<file path="config.mk">
export PLATFORM = sky130hd
export DESIGN_NAME = canf_sid_filter
export DESIGN_NICKNAME = d
export VERILOG_FILES = /design/src/rtl/canf_pkg.sv /design/src/rtl/canf_cfg_regs.sv /design/src/rtl/canf_elem_match.sv /design/src/rtl/canf_scan.sv /design/src/rtl/canf_ndat.sv /design/src/rtl/canf_sid_filter.sv
export SDC_FILE = /design/constraint.sdc
export NUM_CORES = 1
export LEC_CHECK = 0
export BUFFER_PORTS_ARGS = -buffer_cell sky130_fd_sc_hd__buf_4
export CAP_MARGIN = 40
export CORE_MARGIN = 2
export CORE_UTILIZATION = 50
export CTS_BUF_LIST = sky130_fd_sc_hd__clkbuf_4
export DETAILED_ROUTE_END_ITERATION = 6
export GPL_TIMING_DRIVEN = 0
export HOLD_SLACK_MARGIN = 0.02
export PLACE_DENSITY = 0.75
export SLEW_MARGIN = 20
export SYNTH_ARGS = -nofsm -noshare
export SYNTH_HDL_FRONTEND = slang
export SYNTH_SLANG_ARGS = --single-unit
</file>
<file path="constraint.sdc">
create_clock -name clk -period 4.6 [get_ports clk]
set_input_delay 0.92 -clock clk [delete_from_list [all_inputs] [get_ports clk]]
set_output_delay 0.92 -clock clk [all_outputs]
set_load 0.03 [all_outputs]
</file>
<file path="src/rtl/canf_pkg.sv">
package canf_pkg;

    localparam int ID_W      = 11;
    localparam int XID_W     = 29;
    localparam int SLOT_W    = 6;
    localparam int SLOTS_MAX = 64;
    localparam int WORD_W    = 32;
    localparam int CNT_W     = 7;
    localparam int FIDX_W    = 3;
    localparam int FILT_MAX  = 8;

    localparam logic [2:0] CODE_STBUF  = 3'd7;
    localparam logic [1:0] KIND_NORMAL = 2'b00;

    localparam int ADR_GCFG  = 0;
    localparam int ADR_ISTAT = 1;
    localparam int ADR_NDLO  = 2;
    localparam int ADR_NDHI  = 3;
    localparam int ADR_ELEM0 = 8;

    // one filter element as held in the register bank
    typedef struct packed {
        logic [2:0]        code;
        logic [ID_W-1:0]   id1;
        logic [1:0]        kind;
        logic [SLOT_W-1:0] slot;
    } felem_t;

    // global settings
    typedef struct packed {
        logic             rtr_rej_std;
        logic             rtr_rej_ext;
        logic             nm_rej_std;
        logic             nm_rej_ext;
        logic             irq_en;
        logic [CNT_W-1:0] nslots;
    } gcfg_t;

    function automatic felem_t elem_from_word(logic [WORD_W-1:0] w);
        felem_t e;
        e.code = w[31:29];
        e.id1  = w[26:16];
        e.kind = w[10:9];
        e.slot = w[5:0];
        return e;
    endfunction

    function automatic gcfg_t gcfg_from_word(logic [WORD_W-1:0] w);
        gcfg_t g;
        g.rtr_rej_std = w[0];
        g.rtr_rej_ext = w[1];
        g.nm_rej_std  = w[2];
        g.nm_rej_ext  = w[3];
        g.irq_en      = w[4];
        g.nslots      = (w[14:8] > CNT_W'(SLOTS_MAX)) ? CNT_W'(SLOTS_MAX) : w[14:8];
        return g;
    endfunction

endpackage

</file>
<file path="src/rtl/canf_cfg_regs.sv">
module canf_cfg_regs
    import canf_pkg::*;
#(
    parameter int NUM_FILT = 5,
    parameter int ADDR_W   = 4
) (
    input  logic                      clk,
    input  logic                      rst_n,
    input  logic                      wr_en,
    input  logic [ADDR_W-1:0]         wr_addr,
    input  logic [WORD_W-1:0]         wr_data,
    output gcfg_t                     gcfg_o,
    output felem_t [NUM_FILT-1:0]     elem_o
);

    typedef struct packed {
        gcfg_t                 gcfg;
        felem_t [NUM_FILT-1:0] elem;
    } cfg_st_t;

    cfg_st_t s_d, s_q;

    always_comb begin
        s_d = s_q;
        if (wr_en) begin
            if (wr_addr == ADDR_W'(ADR_GCFG)) begin
                s_d.gcfg = gcfg_from_word(wr_data);
            end
            for (int i = 0; i < NUM_FILT; i++) begin
                if (wr_addr == ADDR_W'(ADR_ELEM0 + i)) begin
                    s_d.elem[i] = elem_from_word(wr_data);
                end
            end
        end
    end

    always_ff @(posedge clk or negedge rst_n) begin
        if (!rst_n) begin
            s_q <= '0;
        end else begin
            s_q <= s_d;
        end
    end

    assign gcfg_o = s_q.gcfg;
    assign elem_o = s_q.elem;

    // the slot count can never exceed the slot capacity
    a_r5_count_capped: assert property (@(posedge clk) disable iff (!rst_n)
        s_q.gcfg.nslots <= CNT_W'(SLOTS_MAX));

endmodule

</file>
<file path="src/rtl/canf_elem_match.sv">
module canf_elem_match
    import canf_pkg::*;
(
    input  logic [2:0]      code_i,
    input  logic [ID_W-1:0] id1_i,
    input  logic [ID_W-1:0] id_i,
    output logic            hit_o
);

    // store-to-buffer elements compare the whole ID; the type field is not consulted
    assign hit_o = (code_i == CODE_STBUF) && (id1_i == id_i);

endmodule

</file>
<file path="src/rtl/canf_scan.sv">
module canf_scan
    import canf_pkg::*;
#(
    parameter int NUM_FILT = 5
) (
    input  felem_t [NUM_FILT-1:0] elem_i,
    input  logic [ID_W-1:0]       id_i,
    output logic                  hit_o,
    output logic [FIDX_W-1:0]     idx_o,
    output logic [1:0]            kind_o,
    output logic [SLOT_W-1:0]     slot_o
);

    logic [NUM_FILT-1:0] hit_vec;

    generate
        for (genvar g = 0; g < NUM_FILT; g++) begin : g_elem
            canf_elem_match u_match (
                .code_i (elem_i[g].code),
                .id1_i  (elem_i[g].id1),
                .id_i   (id_i),
                .hit_o  (hit_vec[g])
            );
        end
    endgenerate

    // walk from the top down so that the lowest matching index is left standing
    always_comb begin
        hit_o  = 1'b0;
        idx_o  = '0;
        kind_o = '0;
        slot_o = '0;
        for (int i = NUM_FILT - 1; i >= 0; i--) begin
            if (hit_vec[i]) begin
                hit_o  = 1'b1;
                idx_o  = FIDX_W'(i);
                kind_o = elem_i[i].kind;
                slot_o = elem_i[i].slot;
            end
        end
    end

endmodule

</file>
<file path="src/rtl/canf_ndat.sv">
module canf_ndat
    import canf_pkg::*;
#(
    parameter int ADDR_W = 4
) (
    input  logic              clk,
    input  logic              rst_n,
    input  logic              set_i,
    input  logic [SLOT_W-1:0] set_slot_i,
    input  logic              wr_en,
    input  logic [ADDR_W-1:0] wr_addr,
    input  logic [WORD_W-1:0] wr_data,
    input  logic              irq_en_i,
    output logic [WORD_W-1:0] nd_lo_o,
    output logic [WORD_W-1:0] nd_hi_o,
    output logic              irq_o
);

    typedef struct packed {
        logic [SLOTS_MAX-1:0] nd;
        logic                 stat;
    } nd_st_t;

    nd_st_t s_d, s_q;

    logic [SLOTS_MAX-1:0] clr_mask;
    logic [SLOTS_MAX-1:0] set_mask;
    logic                 stat_clr;

    always_comb begin
        clr_mask = '0;
        stat_clr = 1'b0;
        if (wr_en) begin
            if (wr_addr == ADDR_W'(ADR_NDLO)) clr_mask[WORD_W-1:0]         = wr_data;
            if (wr_addr == ADDR_W'(ADR_NDHI)) clr_mask[SLOTS_MAX-1:WORD_W] = wr_data;
            if (wr_addr == ADDR_W'(ADR_ISTAT)) stat_clr = wr_data[0];
        end
        set_mask = '0;
        if (set_i) set_mask[set_slot_i] = 1'b1;

        s_d      = s_q;
        // a set in the same cycle as a clear leaves the bit set
        s_d.nd   = (s_q.nd & ~clr_mask) | set_mask;
        s_d.stat = (s_q.stat & ~stat_clr) | set_i;
    end

    always_ff @(posedge clk or negedge rst_n) begin
        if (!rst_n) begin
            s_q <= '0;
        end else begin
            s_q <= s_d;
        end
    end

    assign nd_lo_o = s_q.nd[WORD_W-1:0];
    assign nd_hi_o = s_q.nd[SLOTS_MAX-1:WORD_W];
    assign irq_o   = s_q.stat & irq_en_i;

    // a store leaves its slot flag set on the next cycle
    a_r6_flag_set: assert property (@(posedge clk) disable iff (!rst_n)
        set_i |=> s_q.nd[$past(set_slot_i)]);

    // a clear of word 1 with no concurrent store leaves the written bits low
    a_r7_clear_lo: assert property (@(posedge clk) disable iff (!rst_n)
        (wr_en && wr_addr == ADDR_W'(ADR_NDLO) && !set_i)
            |=> ((s_q.nd[WORD_W-1:0] & $past(wr_data)) == '0));

    // a store always leaves the interrupt status pending
    a_r8_stat_set: assert property (@(posedge clk) disable iff (!rst_n)
        set_i |=> s_q.stat);

endmodule

</file>
<file path="src/rtl/canf_sid_filter.sv">
module canf_sid_filter
    import canf_pkg::*;
#(
    parameter int NUM_FILT = 5,
    parameter int ADDR_W   = 4
) (
    input  logic              clk,
    input  logic              rst_n,
    input  logic              rx_vld,
    input  logic [28:0]       rx_id,
    input  logic              rx_rtr,
    input  logic              rx_xtd,
    input  logic              wr_en,
    input  logic [ADDR_W-1:0] wr_addr,
    input  logic [31:0]       wr_data,
    output logic              st_vld,
    output logic [5:0]        st_slot,
    output logic [2:0]        st_filt,
    output logic              drop,
    output logic [31:0]       nd_lo,
    output logic [31:0]       nd_hi,
    output logic              irq
);

    typedef struct packed {
        logic              st;
        logic [SLOT_W-1:0] slot;
        logic [FIDX_W-1:0] filt;
        logic              drop;
    } out_st_t;

    gcfg_t                 gcfg;
    felem_t [NUM_FILT-1:0] elem;
    logic                  scan_hit;
    logic [FIDX_W-1:0]     scan_idx;
    logic [1:0]            scan_kind;
    logic [SLOT_W-1:0]     scan_slot;
    out_st_t               o_d, o_q;

    canf_cfg_regs #(
        .NUM_FILT (NUM_FILT),
        .ADDR_W   (ADDR_W)
    ) u_cfg (
        .clk     (clk),
        .rst_n   (rst_n),
        .wr_en   (wr_en),
        .wr_addr (wr_addr),
        .wr_data (wr_data),
        .gcfg_o  (gcfg),
        .elem_o  (elem)
    );

    canf_scan #(
        .NUM_FILT (NUM_FILT)
    ) u_scan (
        .elem_i (elem),
        .id_i   (rx_id[ID_W-1:0]),
        .hit_o  (scan_hit),
        .idx_o  (scan_idx),
        .kind_o (scan_kind),
        .slot_o (scan_slot)
    );

    // outcome of the presented frame
    always_comb begin
        o_d = '0;
        if (rx_vld) begin
            if (rx_xtd) begin
                o_d.drop = (rx_rtr && gcfg.rtr_rej_ext) || gcfg.nm_rej_ext;
            end else if (rx_rtr && gcfg.rtr_rej_std) begin
                o_d.drop = 1'b1;
            end else if (scan_hit) begin
                if (scan_kind == KIND_NORMAL) begin
                    if ({1'b0, scan_slot} < gcfg.nslots) begin
                        o_d.st   = 1'b1;
                        o_d.slot = scan_slot;
                        o_d.filt = scan_idx;
                    end else begin
                        o_d.drop = 1'b1;
                    end
                end
            end else begin
                o_d.drop = gcfg.nm_rej_std;
            end
        end
    end

    always_ff @(posedge clk or negedge rst_n) begin
        if (!rst_n) begin
            o_q <= '0;
        end else begin
            o_q <= o_d;
        end
    end

    canf_ndat #(
        .ADDR_W (ADDR_W)
    ) u_ndat (
        .clk        (clk),
        .rst_n      (rst_n),
        .set_i      (o_d.st),
        .set_slot_i (o_d.slot),
        .wr_en      (wr_en),
        .wr_addr    (wr_addr),
        .wr_data    (wr_data),
        .irq_en_i   (gcfg.irq_en),
        .nd_lo_o    (nd_lo),
        .nd_hi_o    (nd_hi),
        .irq_o      (irq)
    );

    assign st_vld  = o_q.st;
    assign st_slot = o_q.slot;
    assign st_filt = o_q.filt;
    assign drop    = o_q.drop;

    // a store request only follows a standard frame strobe
    a_r12_store_follows_frame: assert property (@(posedge clk) disable iff (!rst_n)
        st_vld |-> ($past(rx_vld) && !$past(rx_xtd)));

    // stored slots lie below the slot count in force when the frame arrived
    a_r5_slot_in_range: assert property (@(posedge clk) disable iff (!rst_n)
        st_vld |-> ({1'b0, st_slot} < $past(gcfg.nslots)));

    // one frame yields at most one kind of outcome
    a_r4_single_outcome: assert property (@(posedge clk) disable iff (!rst_n)
        !(st_vld && drop));

    // the element chosen by the scan really matches the frame
    a_r3_winner_matches: assert property (@(posedge clk) disable iff (!rst_n)
        (rx_vld && scan_hit) |->
            (elem[scan_idx].code == CODE_STBUF && elem[scan_idx].id1 == rx_id[ID_W-1:0]));

endmodule

</file>
# Word level (Yosys, flattened, before mapping)

Cells that the tools add are included.
Widths: inputs -> output; s select.

Latch bits: 0
Input bits: 71
Memories: 0
Output and inout bits: 76
Memory bits (writable): 0
Word-level logic and storage cells: 117
Bits in read-only memories: 0
Flip-flop bits (word level): 198

$add $sub $neg: 0
Mux-type cells: 39
Divide/modulo/power cells: 0
Equality and inequality tests: 18
Magnitude comparators: 4
Multipliers: 0
Shift-type cells: 0
Bitwise logic cells: 7
Reduce and logical (&&, ||, !) cells: 17

Operator list:

| kind               | number |
|---|---|
| $mux 64            | 2 |
| $and 64x64->64     | 1 |
| $mux 32            | 2 |
| $not 64->64        | 1 |
| $or 64x64->64      | 1 |
| $eq 11x11->1       | 5 |
| $mux 10            | 4 |
| $mux 6             | 5 |
| $mux 11            | 2 |
| $eq 4x4->1 const B | 5 |
| $eq 3x3->1 const B | 5 |
| $mux 3             | 5 |
| $mux 1             | 12 |
| $reduce_and 2->1   | 6 |
| $mux 2             | 5 |
| $eq 4x2->1 const B | 2 |
| $logic_and 1x1->1  | 8 |
| $gt 7x7->1 const B | 1 |
| $lt 6x7->1         | 1 |
| $lt 6x7->1 const B | 1 |
| $mux 7             | 1 |
| $demux 1 s6        | 1 |
| $ge 6x1->1 const B | 1 |
| $eq 4x1->1 const B | 1 |
| 6 further kinds    | 7 |

# Logic depth before layout (Yosys ltp)

Depth in word-level cells: 20
Gate-level depth with buffers: 18
Depth with buffers taken out: 14

# Hierarchy

A second synthesis with hierarchy kept.

Cells, all modules: 795
Area, all modules: 9,529.1 um2

Modules (own cells, without submodules):

| module          | times used | seq. area each (um2) | area an instance (um2) | cells each |
|---|---|---|---|---|
| canf_cfg_regs   | 1          | 3,052.9              | 4,789.6                | 272 |
| canf_ndat       | 1          | 1,626.6              | 3,164.3                | 337 |
| canf_elem_match | 5          | 0.0                  | 131.4                  | 16 |
| canf_sid_filter | 1          | 275.3                | 549.3                  | 52 |
| canf_scan       | 1          | 0.0                  | 369.1                  | 54 |

# Worst setup path after synthesis

OpenSTA, ideal clock, no wires.

Path kind: input -> register
Start: in rx_id[5]
End: reg u_ndat.s_q (netlist bit u_ndat.nd_hi_o[15])
Required time: 4,519 ps
Stages on the path: 17
Slack: -34 ps
Arrival: 4,553 ps
Library setup time: 81 ps
Buffers on the path: 3
Cell sequence: buf_4 xor2_1 or4_4 or4_2 mux2_2 o211ai_1 and2_1 clkbuf_1 inv_1 ha_1 a21o_1 a21oi_1 o22ai_1 o21bai_1 or4b_1 buf_6 o21ai_1

RTL lines:

| element                | RTL line              | text |
|---|---|---|
| start: declaration     | canf_sid_filter.sv:10 | `input logic [28:0] rx_id,` |
| end signal: assignment | canf_ndat.sv:49       | `s_q <= '0;` |
| end signal: assignment | canf_ndat.sv:51       | `s_q <= s_d;` |
| end: declaration       | canf_ndat.sv:24       | `nd_st_t s_d, s_q;` |

==> summary.txt <==
Status
  • Outcome: finished clean

Pwr
  • Switching pwr: around 1100 uW
  • Internal power: roughly 2700 uW
  • Comb power frac: between 15 and 20%
  • Sw frac: about 29%
  • Power density over the cells: 330 nW/um^2
  • Clock power share: roughly a quarter
  • LEAKAGE: between 0.005 and 0.006 uW
  • Max VDD drop: ~0.19 mV
  • Reg power frac: a little under three fifths

CTS
  • CTS HTree Levels: 4
  • Skew-Pair Late Insertion Delay: between 0.6 and 0.7 ns
  • CTS tree: built
  • Root Driver: clkbuf_4
  • Clock-pin slew on the worst setup and hold paths: around 0.16 ns
  • Cts bufs inserted: 17
  • CTS Buffer Depth: 2
  • Clock Sinks: 198

Floorplanning
  • Die H: 144 um
  • Io pins: 147
  • FP Rows: between 50 and 60
  • Core Region: about 19,000 sq um
  • Die width: between 100 and 150 um
  • Die Area: just over 20,000 sq um
  • Initial Util: roughly half

Worst setup path
  • Crit-path slowest cell: or4_2
  • Crit path from: rx_id[4]
  • WP data required: between 5 and 6 ns
  • Max stage delay on crit path: approximately 0.69 ns
  • Worst setup SP type: primary input
  • Worst EP arrival: a little under 5 ns
  • RR Startpoint: u_cfg.elem_o[52]
  • CP max FO: 6
  • Worst Setup End Kind: flip-flop
  • Crit-path cells: clkbuf_1 -> xnor2_1 -> nand4_1 -> or4_2 -> mux2_2 -> o211ai_1 -> and2_1 -> clkbuf_4 -> inv_1 -> ha_1 -> a21o_1 -> a21oi_1 -> o22ai_1 -> o21bai_2 -> a211oi_1 -> buf_2 -> o21ai_0
  • Kind of critical path: primary input to flip-flop

Place
  • RePlAce Congestion: 0.936
  • Worst slack, placed: -1.03 ns
  • Cell count after placement: around 1,300
  • Post-DP HPWL: about 19 mm
  • Port Buffers: about 120

Finish
  • Nets: roughly 1,100
  • Finished Layout Cells: approximately 1,300
  • Utilization after layout: 59.4%
  • Share of cells above drive strength 1: between 30% and 40%
  • Synthesis-to-layout area growth: 17.6%

Run
  • Max Cap Viol: 0

Route
  • Drt total wl: approximately 27 mm
  • Via Count: 7,621
  • DR DRC count: 0
  • Drt pass-1 iters: 6
  • Wire per inst: ~20 um
  • Antenna Nets Post-Route: 0
  • Via density: ~5.7
  • Initial DRC count: between 700 and 800

Logic synthesis
  • Post-synthesis sequential area ratio: between 50% and 60%
  • Cell with the most instances after synthesis: dfrtp_1
  • Mapped Cells: 910
  • Asr flop ratio synth: 100%
  • Post-synth net total: between 900 and 1,000
  • Post-synth top area cell: dfrtp_1
  • Post-synth top cells: dfrtp_1, nand2_1, mux2_2
  • Syn Area/Cell: roughly 11 sq um
  • Synth top area share: about half
  • Synth Cell Area: 9760 sq um
  • Distinct cells, synth: 64
  • Number of flops mapped to enable cells by yosys: 0
  • Post-synth top flop: dfrtp_1
  • Area contributors post-synth: dfrtp_1, mux2_2, nand2_1
  • Synth Register Bits: about 200
  • Yosys Warn Count: 0

Global route
  • Vias in the first global route: 7,373
  • All-layer global routing usage: between 20% and 30%
  • First-pass GRT wire length: approximately 41 mm
  • Initial antenna violation count: 1
  • Gr ovfl total: 0
  • Largest net degree at the start of global routing: between 70 and 80

STA
  • Fin crit period: approximately 4.4 ns
  • Period utilization: 96.2%
  • Total Neg Setup Slack: 0 ns
  • Setup ws final: 0.177 ns
  • Worst slew margin: 44.1%
  • Slew @ Worst Pin: just over 0.8 ns
  • Final Hold Viols: 0
  • Final setup fails: 0
  • Post-Route Skew: 0.0230 ns
  • Max-slew violation count: 0
  • Fmax: roughly 230 MHz

Worst hold path
  • HP Class: primary input to async pin
registers in the layout, summed over array words and instances, names as in the netlist:
| name | count |
|---|---|
| u_cfg.elem_o | 110 |
| u_cfg.gcfg_o | 12 |
| u_ndat.s_q | 1 |
| drop | 1 |
| u_ndat.nd_lo_o | 32 |
| st_filt | 3 |
| st_vld | 1 |
| u_ndat.nd_hi_o | 32 |
| st_slot | 6 |
layout make-up:
| cell class | instances | area, sq um |
|---|---|---|
| diodes | 1 | 2.50 |
| inverters | 18 | 67.6 |
| well taps | 265 | 332 |
| flip-flops and latches | 198 | 4950 |
| clock buffers | 19 | 143 |
| clock inverters | 12 | 155 |
| fillers | 1636 | 7860 |
| repair buffers | 129 | 1010 |
| multi-input cells | 591 | 4120 |
| plain buffers | 103 | 684 |
stage by stage:
stage | area [sq um] | total power, uW | hold WS [ns]
3_5_place_dp | 11100 | 2820 | 0.469
6_report | 11500 | 3790 | 0.216
2_1_floorplan | 9760 | 2580 | 0.449
5_1_grt | 11500 | 3950 | 0.243
3_3_place_gp | 11000 | 2780 | 0.465
4_1_cts | 11400 | 3780 | 0.233
critical path, delay by kind of cell:
family / cells / cell delay, ns
AO/OA/AOI/OAI: 7 / 1.35
AND/OR/NAND/NOR: 3 / 1.10
buffers and inverters: 4 / 0.86
multiplexers: 1 / 0.29
adder cells (fa/ha/maj): 1 / 0.20
XOR/XNOR: 1 / 0.19
per-layer routing:
layer	track usage, %	wire (um)
met1	37.5	11600
met2	42.7	13000
met3	5.00	1600
met4	8.05	596
met5	0	0
worst paths after layout:
| path | end | depth (start not counted) | slack (ns) |
|---|---|---|---|
| hold reg to reg | u_ndat.nd_lo_o[17] | 2 | 0.50 |
| min in group clk | u_ndat.nd_lo_o[17] | 2 | 0.50 |
| setup reg to reg | u_ndat.nd_lo_o[6] | 16 | 0.19 |
| setup / recovery | u_ndat.nd_lo_o[6] | 17 | 0.18 |
| hold / removal | u_cfg.elem_o[76] | 1 | 0.22 |
| max in group asynchronous | u_ndat.nd_hi_o[4] | 3 | 3.32 |
cells by family (layout without fill, tap and decap cells):
| kind of cell | count (synthesis) | count (layout) | synth area share (%) |
|---|---|---|---|
| xor+xnor | 55 | 55 | 4.94 |
| flops | 198 | 198 | 50.8 |
| compound gates | 130 | 130 | 8.19 |
| fa+ha+maj | 5 | 5 | 0.641 |
| mux | 118 | 118 | 13.5 |
| simple gates | 283 | 283 | 14.4 |
| other cells | 0 | 1 | 0 |
| buf+inv | 121 | 281 | 7.51 |
power by group through the flow:
| stage | logic [uW] | registers [uW] | clock network [uW] |
|---|---|---|---|
| 2_1_floorplan | 450 | 2130 | 0 |
| 3_3_place_gp | 619 | 2160 | 0 |
| 3_5_place_dp | 649 | 2170 | 0 |
| 4_1_cts | 652 | 2130 | 994 |
| 5_1_grt | 716 | 2170 | 1070 |
| 6_report | 658 | 2140 | 995 |
what timing repair did:
item / in CTS / in global routing
setup endpoints to repair: 52 / 69
resized for setup: 3 / 26
hold buffers: 0 / 0
pin swaps: 6 / 0
setup buffers: 7 / 0
placed cells by master, fill, tap and decap left out, drive strengths merged, types with 3 or more instances in the layout:
master    netlist  final
a211oi          3      3
a21oi           8      8
and2            3      3
and3            6      6
and4            5      5
buf            77    205
bufinv          0      3
clkbuf         26     46
clkinv          0      3
clkinvlp        0      5
dfrtp         198    198
ha              5      5
inv            18     19
mux2          112    112
mux2i           6      6
nand2         139    139
nand2b          8      8
nand3           7      7
nand3b          3      3
nand4          38     38
nor2           19     19
nor3           19     19
nor3b           4      4
nor4            8      8
o211a           3      3
o211ai          3      3
o21ai          87     87
o41ai           3      3
or3             8      8
or4             5      5
or4b            3      3
xnor2          52     52
xor2            3      3
Power figures use the tool's default switching activity.
